===== src/rtl/smb_dac_pkg.sv =====
package smb_dac_pkg;

    typedef enum logic [3:0] {
        ST_IDLE,
        ST_ADDR,
        ST_ADDR_ACK,
        ST_CMD,
        ST_CMD_ACK,
        ST_LO,
        ST_LO_ACK,
        ST_HI,
        ST_HI_ACK,
        ST_SYNC_ACK,
        ST_WAIT
    } smb_state_e;

    typedef struct packed {
        logic start;
        logic stop;
        logic rise;
        logic fall;
    } bus_evt_t;

endpackage


===== src/rtl/smb_line_mon.sv =====
module smb_line_mon
    import smb_dac_pkg::*;
(
    input  logic     clk,
    input  logic     rst_n,
    input  logic     scl_i,
    input  logic     sda_i,
    output bus_evt_t evt
);

    logic scl_q;
    logic sda_q;

    always_ff @(posedge clk or negedge rst_n) begin
        if (!rst_n) begin
            scl_q <= 1'b1;
            sda_q <= 1'b1;
        end else begin
            scl_q <= scl_i;
            sda_q <= sda_i;
        end
    end

    always_comb begin
        evt.rise  = scl_i & ~scl_q;
        evt.fall  = ~scl_i & scl_q;
        evt.start = scl_i & scl_q & sda_q & ~sda_i;
        evt.stop  = scl_i & scl_q & ~sda_q & sda_i;
    end

endmodule


===== src/rtl/smb_dac_regs.sv =====
module smb_dac_regs #(
    parameter int DATA_W = 10
) (
    input  logic              clk,
    input  logic              rst_n,
    input  logic              cmd_we,
    input  logic              cmd_sy,
    input  logic              word_we,
    input  logic [DATA_W-1:0] word,
    input  logic              sync_load,
    input  logic              sync_clear,
    output logic [DATA_W-1:0] out_q
);

    logic [DATA_W-1:0] in_q;
    logic              sy_q;

    always_ff @(posedge clk or negedge rst_n) begin
        if (!rst_n) begin
            in_q  <= '0;
            out_q <= '0;
            sy_q  <= 1'b0;
        end else if (sync_clear) begin
            in_q  <= '0;
            out_q <= '0;
            sy_q  <= 1'b0;
        end else begin
            if (cmd_we) begin
                sy_q <= cmd_sy;
            end
            if (word_we) begin
                in_q <= word;
                if (!sy_q) begin
                    out_q <= word;
                end
            end
            if (sync_load && sy_q) begin
                out_q <= in_q;
            end
        end
    end

    // broadcast clear empties every element
    a_r12_clear_all: assert property (@(posedge clk) disable iff (!rst_n)
        sync_clear |=> (out_q == '0 && in_q == '0 && !sy_q));

    // direct write when SY is clear
    a_r6_direct_write: assert property (@(posedge clk) disable iff (!rst_n)
        (word_we && !sy_q && !sync_clear) |=> out_q == $past(word));

    // output held on a write when SY is set
    a_r7_hold_on_sy: assert property (@(posedge clk) disable iff (!rst_n)
        (word_we && sy_q && !sync_load && !sync_clear) |=> $stable(out_q));

    // broadcast load ignored when SY is clear
    a_r11_sync_ignored: assert property (@(posedge clk) disable iff (!rst_n)
        (sync_load && !sy_q && !word_we && !sync_clear) |=> $stable(out_q));

endmodule


===== src/rtl/smb_dac_rx.sv =====
module smb_dac_rx
    import smb_dac_pkg::*;
#(
    parameter logic [6:0] DEV_ADDR  = 7'h20,
    parameter logic [6:0] SYNC_ADDR = 7'b1111110,
    parameter int         DATA_W    = 10,
    parameter int         BYTE_W    = 8,
    parameter int         SY_BIT    = 7
) (
    input  logic              clk,
    input  logic              rst_n,
    input  logic              scl_i,
    input  logic              sda_i,
    output logic              sda_oe,
    output logic [DATA_W-1:0] dac_code
);

    localparam int HI_W  = DATA_W - BYTE_W;
    localparam int CNT_W = $clog2(BYTE_W + 1);
    localparam logic [CNT_W-1:0] LAST_BIT = CNT_W'(BYTE_W);

    bus_evt_t           ev;
    smb_state_e         state;
    smb_state_e         state_n;
    logic [BYTE_W-1:0]  shreg;
    logic [CNT_W-1:0]   bit_cnt;
    logic [BYTE_W-1:0]  lo_q;
    logic               sync_bit_q;
    logic               byte_done;
    logic               in_byte;
    logic               cmd_we;
    logic               word_we;
    logic               sync_load;
    logic               sync_clear;
    logic [DATA_W-1:0]  word;

    smb_line_mon u_mon (
        .clk   (clk),
        .rst_n (rst_n),
        .scl_i (scl_i),
        .sda_i (sda_i),
        .evt   (ev)
    );

    assign byte_done = (bit_cnt == LAST_BIT);
    assign in_byte   = (state == ST_ADDR) || (state == ST_CMD) ||
                       (state == ST_LO)   || (state == ST_HI);

    // state register
    always_ff @(posedge clk or negedge rst_n) begin
        if (!rst_n) begin
            state <= ST_IDLE;
        end else begin
            state <= state_n;
        end
    end

    // next state
    always_comb begin
        state_n = state;
        if (ev.stop) begin
            state_n = ST_IDLE;
        end else if (ev.start) begin
            state_n = ST_ADDR;
        end else begin
            unique case (state)
                ST_IDLE, ST_WAIT: state_n = state;
                ST_ADDR: begin
                    if (ev.fall && byte_done) begin
                        if (shreg[7:1] == DEV_ADDR && !shreg[0]) begin
                            state_n = ST_ADDR_ACK;
                        end else if (shreg[7:1] == SYNC_ADDR) begin
                            state_n = ST_SYNC_ACK;
                        end else begin
                            state_n = ST_WAIT;
                        end
                    end
                end
                ST_ADDR_ACK: if (ev.fall) state_n = ST_CMD;
                ST_CMD:      if (ev.fall && byte_done) state_n = ST_CMD_ACK;
                ST_CMD_ACK:  if (ev.fall) state_n = ST_LO;
                ST_LO:       if (ev.fall && byte_done) state_n = ST_LO_ACK;
                ST_LO_ACK:   if (ev.fall) state_n = ST_HI;
                ST_HI:       if (ev.fall && byte_done) state_n = ST_HI_ACK;
                ST_HI_ACK:   if (ev.fall) state_n = ST_WAIT;
                ST_SYNC_ACK: if (ev.fall) state_n = ST_WAIT;
                default:     state_n = ST_IDLE;
            endcase
        end
    end

    // bit shifter and captured fields
    always_ff @(posedge clk or negedge rst_n) begin
        if (!rst_n) begin
            shreg      <= '0;
            bit_cnt    <= '0;
            lo_q       <= '0;
            sync_bit_q <= 1'b0;
        end else if (ev.start || ev.stop) begin
            bit_cnt <= '0;
        end else if (in_byte) begin
            if (ev.rise && !byte_done) begin
                shreg   <= {shreg[BYTE_W-2:0], sda_i};
                bit_cnt <= bit_cnt + 1'b1;
            end else if (ev.fall && byte_done) begin
                bit_cnt <= '0;
                if (state == ST_LO) begin
                    lo_q <= shreg;
                end
                if (state == ST_ADDR) begin
                    sync_bit_q <= shreg[0];
                end
            end
        end
    end

    // outputs
    always_comb begin
        sda_oe     = 1'b0;
        cmd_we     = 1'b0;
        word_we    = 1'b0;
        sync_load  = 1'b0;
        sync_clear = 1'b0;
        unique case (state)
            ST_ADDR_ACK, ST_LO_ACK: sda_oe = 1'b1;
            ST_CMD_ACK: begin
                sda_oe = 1'b1;
                cmd_we = ev.rise;
            end
            ST_HI_ACK: begin
                sda_oe  = 1'b1;
                word_we = ev.rise;
            end
            ST_SYNC_ACK: begin
                sda_oe     = 1'b1;
                sync_load  = ev.rise &  sync_bit_q;
                sync_clear = ev.rise & ~sync_bit_q;
            end
            default: sda_oe = 1'b0;
        endcase
    end

    assign word = {shreg[HI_W-1:0], lo_q};

    smb_dac_regs #(.DATA_W(DATA_W)) u_regs (
        .clk        (clk),
        .rst_n      (rst_n),
        .cmd_we     (cmd_we),
        .cmd_sy     (shreg[SY_BIT]),
        .word_we    (word_we),
        .word       (word),
        .sync_load  (sync_load),
        .sync_clear (sync_clear),
        .out_q      (dac_code)
    );

    // acknowledge begins only after a falling SCL
    a_r3_ack_starts_on_fall: assert property (@(posedge clk) disable iff (!rst_n)
        $rose(sda_oe) |-> $past(ev.fall));

    // acknowledge ends only on a falling SCL or a bus condition
    a_r3_ack_ends_on_fall: assert property (@(posedge clk) disable iff (!rst_n)
        $fell(sda_oe) |-> $past(ev.fall || ev.start || ev.stop));

    // STOP always releases the line
    a_r1_stop_releases: assert property (@(posedge clk) disable iff (!rst_n)
        ev.stop |=> !sda_oe);

    // register writes only occur while SCL is high
    a_r5_write_on_high: assert property (@(posedge clk) disable iff (!rst_n)
        (cmd_we || word_we || sync_load || sync_clear) |-> scl_i);

endmodule


===== config.mk =====
export PLATFORM = sky130hd
export DESIGN_NAME = smb_dac_rx
export DESIGN_NICKNAME = d
export VERILOG_FILES = /design/src/rtl/smb_dac_pkg.sv /design/src/rtl/smb_line_mon.sv /design/src/rtl/smb_dac_regs.sv /design/src/rtl/smb_dac_rx.sv
export SDC_FILE = /design/constraint.sdc
export NUM_CORES = 1
export LEC_CHECK = 0
export BUFFER_PORTS_ARGS = -buffer_cell sky130_fd_sc_hd__buf_2
export CELL_PAD_IN_SITES_DETAIL_PLACEMENT = 0
export CELL_PAD_IN_SITES_GLOBAL_PLACEMENT = 1
export CORE_ASPECT_RATIO = 0.75
export CORE_MARGIN = 5
export CORE_UTILIZATION = 46
export CTS_BUF_LIST = sky130_fd_sc_hd__clkbuf_8
export CTS_CLUSTER_DIAMETER = 200
export DETAILED_ROUTE_END_ITERATION = 10
export PLACE_DENSITY = 0.81
export SLEW_MARGIN = 20
export SYNTH_ARGS = -nofsm -noshare
export SYNTH_HDL_FRONTEND = slang
export SYNTH_SLANG_ARGS = --single-unit
export TNS_END_PERCENT = 50

===== constraint.sdc =====
create_clock -name clk -period 2 [get_ports clk]
set_clock_uncertainty 0.2 [all_clocks]
set_input_delay 0.4 -clock clk [delete_from_list [all_inputs] [get_ports clk]]
set_output_delay 0.4 -clock clk [all_outputs]
set_load 0.005 [all_outputs]

After elaboration in Yosys (flattened, before gate mapping)

Cells that the tools add are included.

Add/subtract/negate cells: 1
Equal/unequal tests: 23
Mux-type cells: 30
Bitwise gates (word level): 16
Reduce and logical (&&, ||, !) cells: 25

Operators by type and width:

| operator                                                         | number |
|---|---|
| 10-bit 2-to-1 mux                                                | 6 |
| 4-bit 2-to-1 mux                                                 | 15 |
| 4-bit case mux with 9 select lines                               | 1 |
| 4-bit by 3-bit == test with 1-bit output (second input constant) | 4 |
| 4-bit == test (second input constant)                            | 4 |
| 4-bit != test (second input constant)                            | 4 |
| 4-bit by 3-bit != test with 1-bit output (second input constant) | 3 |
| 5-bit AND reduction                                              | 2 |
| 1-bit AND                                                        | 9 |
| 9-bit AND reduction                                              | 1 |
| 4-bit by 2-bit == test with 1-bit output (second input constant) | 2 |
| 7-bit by 6-bit == test with 1-bit output (second input constant) | 1 |
| 7-bit == test (second input constant)                            | 1 |
| 1-bit 2-to-1 mux                                                 | 7 |
| 1-bit inverter                                                   | 7 |
| 3-bit != test (second input constant)                            | 2 |
| 2-bit nonzero test                                               | 3 |
| 3-bit nonzero test                                               | 2 |
| 5-bit OR reduction                                               | 1 |
| 4-bit by 1-bit adder with 4-bit output (second input constant)   | 1 |
| 4-bit by 1-bit == test with 1-bit output (second input constant) | 1 |
| 1-bit logical AND                                                | 4 |
| 4-bit logical NOT                                                | 1 |
| 1-bit logical OR                                                 | 4 |
| other kinds (6)                                                  | 9 |

Register bits after elaboration: 48
Input port bits: 4
Logic and storage cells: 105

Longest topological paths before layout

Depth in word-level cells: 7
Gate-level depth with buffers: 7
Gate-level depth less buffers: 6

Cells and area by module

From an unflattened synthesis, not the netlist that was laid out.

Cell total of the unflattened synthesis: 218
Area, all modules: 2426.1 sq um

By module, submodules not included:

| module       | times used | cells each | area each (sq um) | sequential area each (sq um) |
|---|---|---|---|---|
| smb_dac_rx   | 1          | 119        | 1402.6            | 625.6 |
| smb_dac_regs | 1          | 93         | 938.4             | 525.5 |
| smb_line_mon | 1          | 6          | 85.1              | 52.6 |

Worst setup path after synthesis

Ideal clock, no wire load.

Path type: flip-flop to flip-flop
Start: reg bit_cnt[0]
End: reg shreg[1]
Library setup time: 0.125 ns
Data arrival time: 1.641 ns
Path slack: 0.034 ns
Cell stages (with the launch flop): 7
Buffers on the path: 1
Cells stage by stage: dfrtp_1 -> inv_1 -> ha_1 -> and3b_1 -> nor3_1 -> buf_2 -> mux2_2

Cells in the longest elaborated chain, start to end: 4

RTL lines:

| element                       | line              | text |
|---|---|---|
| from (decl)                   | smb_dac_rx.sv:26  | `logic [CNT_W-1:0] bit_cnt;` |
| from (signal assigned)        | smb_dac_rx.sv:104 | `bit_cnt <= bit_cnt + 1'b1;` |
| 4-bit == test                 | smb_dac_rx.sv:45  | `assign byte_done = (bit_cnt == LAST_BIT);` |
| 1-bit logical NOT             | smb_dac_rx.sv:102 | `if (ev.rise && !byte_done) begin` |
| 1-bit logical AND             | smb_dac_rx.sv:102 |  |
| 3-bit AND reduction (no line) | n/a               |  |
| to (signal assigned)          | smb_dac_rx.sv:103 | `shreg <= {shreg[BYTE_W-2:0], sda_i};` |
| to (decl)                     | smb_dac_rx.sv:25  | `logic [BYTE_W-1:0] shreg;` |

Every way passes these cells.
A chain may end at the register's enable or synchronous reset.

Worst setup path after layout

Start: reg bit_cnt[1]
End: reg state[1]

Cells in the longest elaborated chain, start to end: 4
Elaborated cells between the ends (all ways): 7
Those cells by class: eq/ne: 5; reduce/logical: 2

RTL lines:

| element                                                                             | line             | text |
|---|---|---|
| 4-bit == test *                                                                     | smb_dac_rx.sv:45 |  |
| 1-bit logical AND *                                                                 | n/a              |  |
| 4-bit != test (no line) or 4-bit by 3-bit != test with 1-bit output (tied branches) | n/a              |  |
| 9-bit AND reduction (no line) *                                                     | n/a              |  |
| to (signal assigned)                                                                | smb_dac_rx.sv:54 | `state <= state_n;` |
| to (decl)                                                                           | smb_dac_rx.sv:23 | `smb_state_e state;` |

Every way passes the cells marked *; elsewhere a longest branch is shown, timed or not.

==> results.tsv <==
metric	value	unit
status	finished, final reports clean	
synth-async-reset-ratio	100	%
slew_headroom	61.7	%
synth_cell_type_count	44	
synth_fp_nets	204	
cts_sinks	48	
cts_inserted_buffers	5	
drv_slew	0	
final_util	56.3	%
synthFlopType	dfrtp_1	
die-width	92.4	µm
n_antenna_cell	0	
grt_max_degree	26	
synth_cells	198	
timing.final.crit_share	97.6	%
place_congestion	0.835	
grt_util_all_layers	15.0	%
initial_core_util	47.6	%
dieHeight	71.8	µm
cts.path.max_buffers	2	
path_clk_slew	0.09	ns
clk_latency	0.31	ns
syn_area	2340	µm²
rows	22	
grt_pass1_wl	7960	µm
yosys_warnings	0	
antenna_found_initial	0	
pin_count	15	
worstPathMaxFanout	3	
use_met1	22.2	%
mostFrequentLayoutCells	dfrtp_1, mux2i_1, nor2_1, mux2_2, buf_4	
drt_wl_total	4730	µm
path_class	reg2reg	
p_per_area	961	nW/µm²
critPathLaunchType	flop	
grtUsageMet3	3.57	%
vdd_ir_drop_max	0.439	mV
drive_gt1_share	33.2	%
cts-root-buf	clkbuf_8	
grt.overflow.total	0	
first_pass_iters	4	
coreArea	4930	µm²
wl_per_cell	16.0	µm
final_common_cell	dfrtp_1	
rsz0062_at_grt	yes	
min_period	1.95	ns
placed_area	2560	µm²
port_buffers	14	
cp_data_required_time	2.03	ns
vias_per_cell	5.68	
final_cell_area	2770	µm²
fin_nets	240	
max_freq	512	MHz
end_kind	flop	
arrival	1.98	ns
drtAntennaViolNets	0	
hold_path_class	in2reg	
rrSetupSlack	0.05	ns
syn_area_per_cell	11.8	µm²
dp_hpwl	3280	µm
final-hold-violation-count	0	
h-tree-depth	2	
synth_seq_cells	48	
first_iter_violations	129	
finalSetupViolCount	0	
syn2layout_area_growth	18.3	%
cts_tree	done	
maxCapViolCount	0	
grt_util_met2	21.8	%
vias	1677	
p_leak	1.23	nW
die_area	6640	µm²
yosysSeqAreaShare	51.3	%
grt_pass1_vias	1626	
synth-edff-count	0	
drc_errors	0	
tightest_slew	0.574	ns
busiest_layer	met1	
==> report_power, final <==
part           total, mW  leakage [nW]  switching (mW)  internal [mW]
clock network      0.608        0.0452           0.353          0.255
registers           1.31         0.643           0.179           1.13
logic              0.745         0.539           0.358          0.387
total               2.67          1.23           0.890           1.78
==> metal layers <==
metal / routed length, µm / vias to the layer above
li1: - / 795
met1: 2360 / 835
met2: 2130 / 42
met3: 194 / 5
met4: 40 / 0
met5: 0 / -
==> sequential cells by signal, summed over array words and instances, names as in the netlist <==
register and flops:
u_regs.in_q 10, u_regs.out_q 10, lo_q 8, shreg 8
bit_cnt 4, state 4, sync_bit_q 1, u_mon.scl_q 1
u_mon.sda_q 1, u_regs.sy_q 1
==> metrics by stage <==
step / setup WS (ns) / hold slack (ns) / total power [mW] / instances / setup TNS [ns]
6_report: 0.0481 / 0.0335 / 2.67 / 295 / 0
2_1_floorplan: 0.0342 / -0.0956 / 1.75 / 198 / 0
3_3_place_gp: 0.0663 / 0.217 / 1.96 / 276 / 0
4_1_cts: 0.00677 / 0.0234 / 2.60 / 285 / 0
3_5_place_dp: 0.0388 / 0.222 / 1.97 / 276 / 0
5_1_grt: -0.00805 / 0.0220 / 2.83 / 295 / -0.00805
==> Yosys cell counts (4+ instances only) <==
cell,n,share of area (%)
inv_1,5,0.80
nand2_1,5,0.80
buf_2,6,1.3
nand2b_1,4,1.1
nor2_1,20,3.2
mux2i_1,22,9.4
nand3_1,7,1.5
mux2_2,18,8.6
dfrtp_1,46,49
o2bb2ai_1,10,3.7
==> worst paths after layout <==
path | cells past startpoint | end | from
max | 6 | state[1] | bit_cnt[1]
min | 1 | u_mon.scl_q | scl_i
max reg2reg | 6 | state[1] | bit_cnt[1]
min reg2reg | 1 | u_regs.out_q[9] | u_regs.out_q[9]
max in group asynchronous | 3 | state[0] | rst_n
min in group asynchronous | 2 | u_regs.in_q[4] | rst_n
==> critical path, cell delays in order (launching register included) <==
cell	delay (ns)
dfrtp_1	0.41
inv_1	0.10
ha_2	0.19
and3b_2	0.22
a21oi_1	0.11
or4b_1	0.48
o22ai_1	0.17
==> what timing repair did <==
item	in CTS	in global routing
buffers inserted	0	10
gates cloned	0	0
pin swaps	0	1
gates resized for setup	3	7
hold buffers	1	0
setup endpoints to repair	1	21
hold endpoints to repair	21	0
==> final cells by class <==
cell class	count	area, µm²
Clock inverter	3	25.0
Multi-Input combinational cell	134	1060
Timing Repair Buffer	40	320
Fill cell	413	2150
Inverter	5	18.8
Sequential cell	48	1200
Clock buffer	5	68.8
Tap cell	60	75.1
==> kinds of logic after synthesis <==
kind of cell,count (synthesis),share of synthesized area (%)
xor+xnor,3,1.12
flops,48,51.3
fa+ha+maj,2,1.07
buf+inv,16,4.00
simple gates,59,14.7
mux,40,18.0
compound gates,30,9.71
No activity file was read; power rests on OpenSTA's default activity.
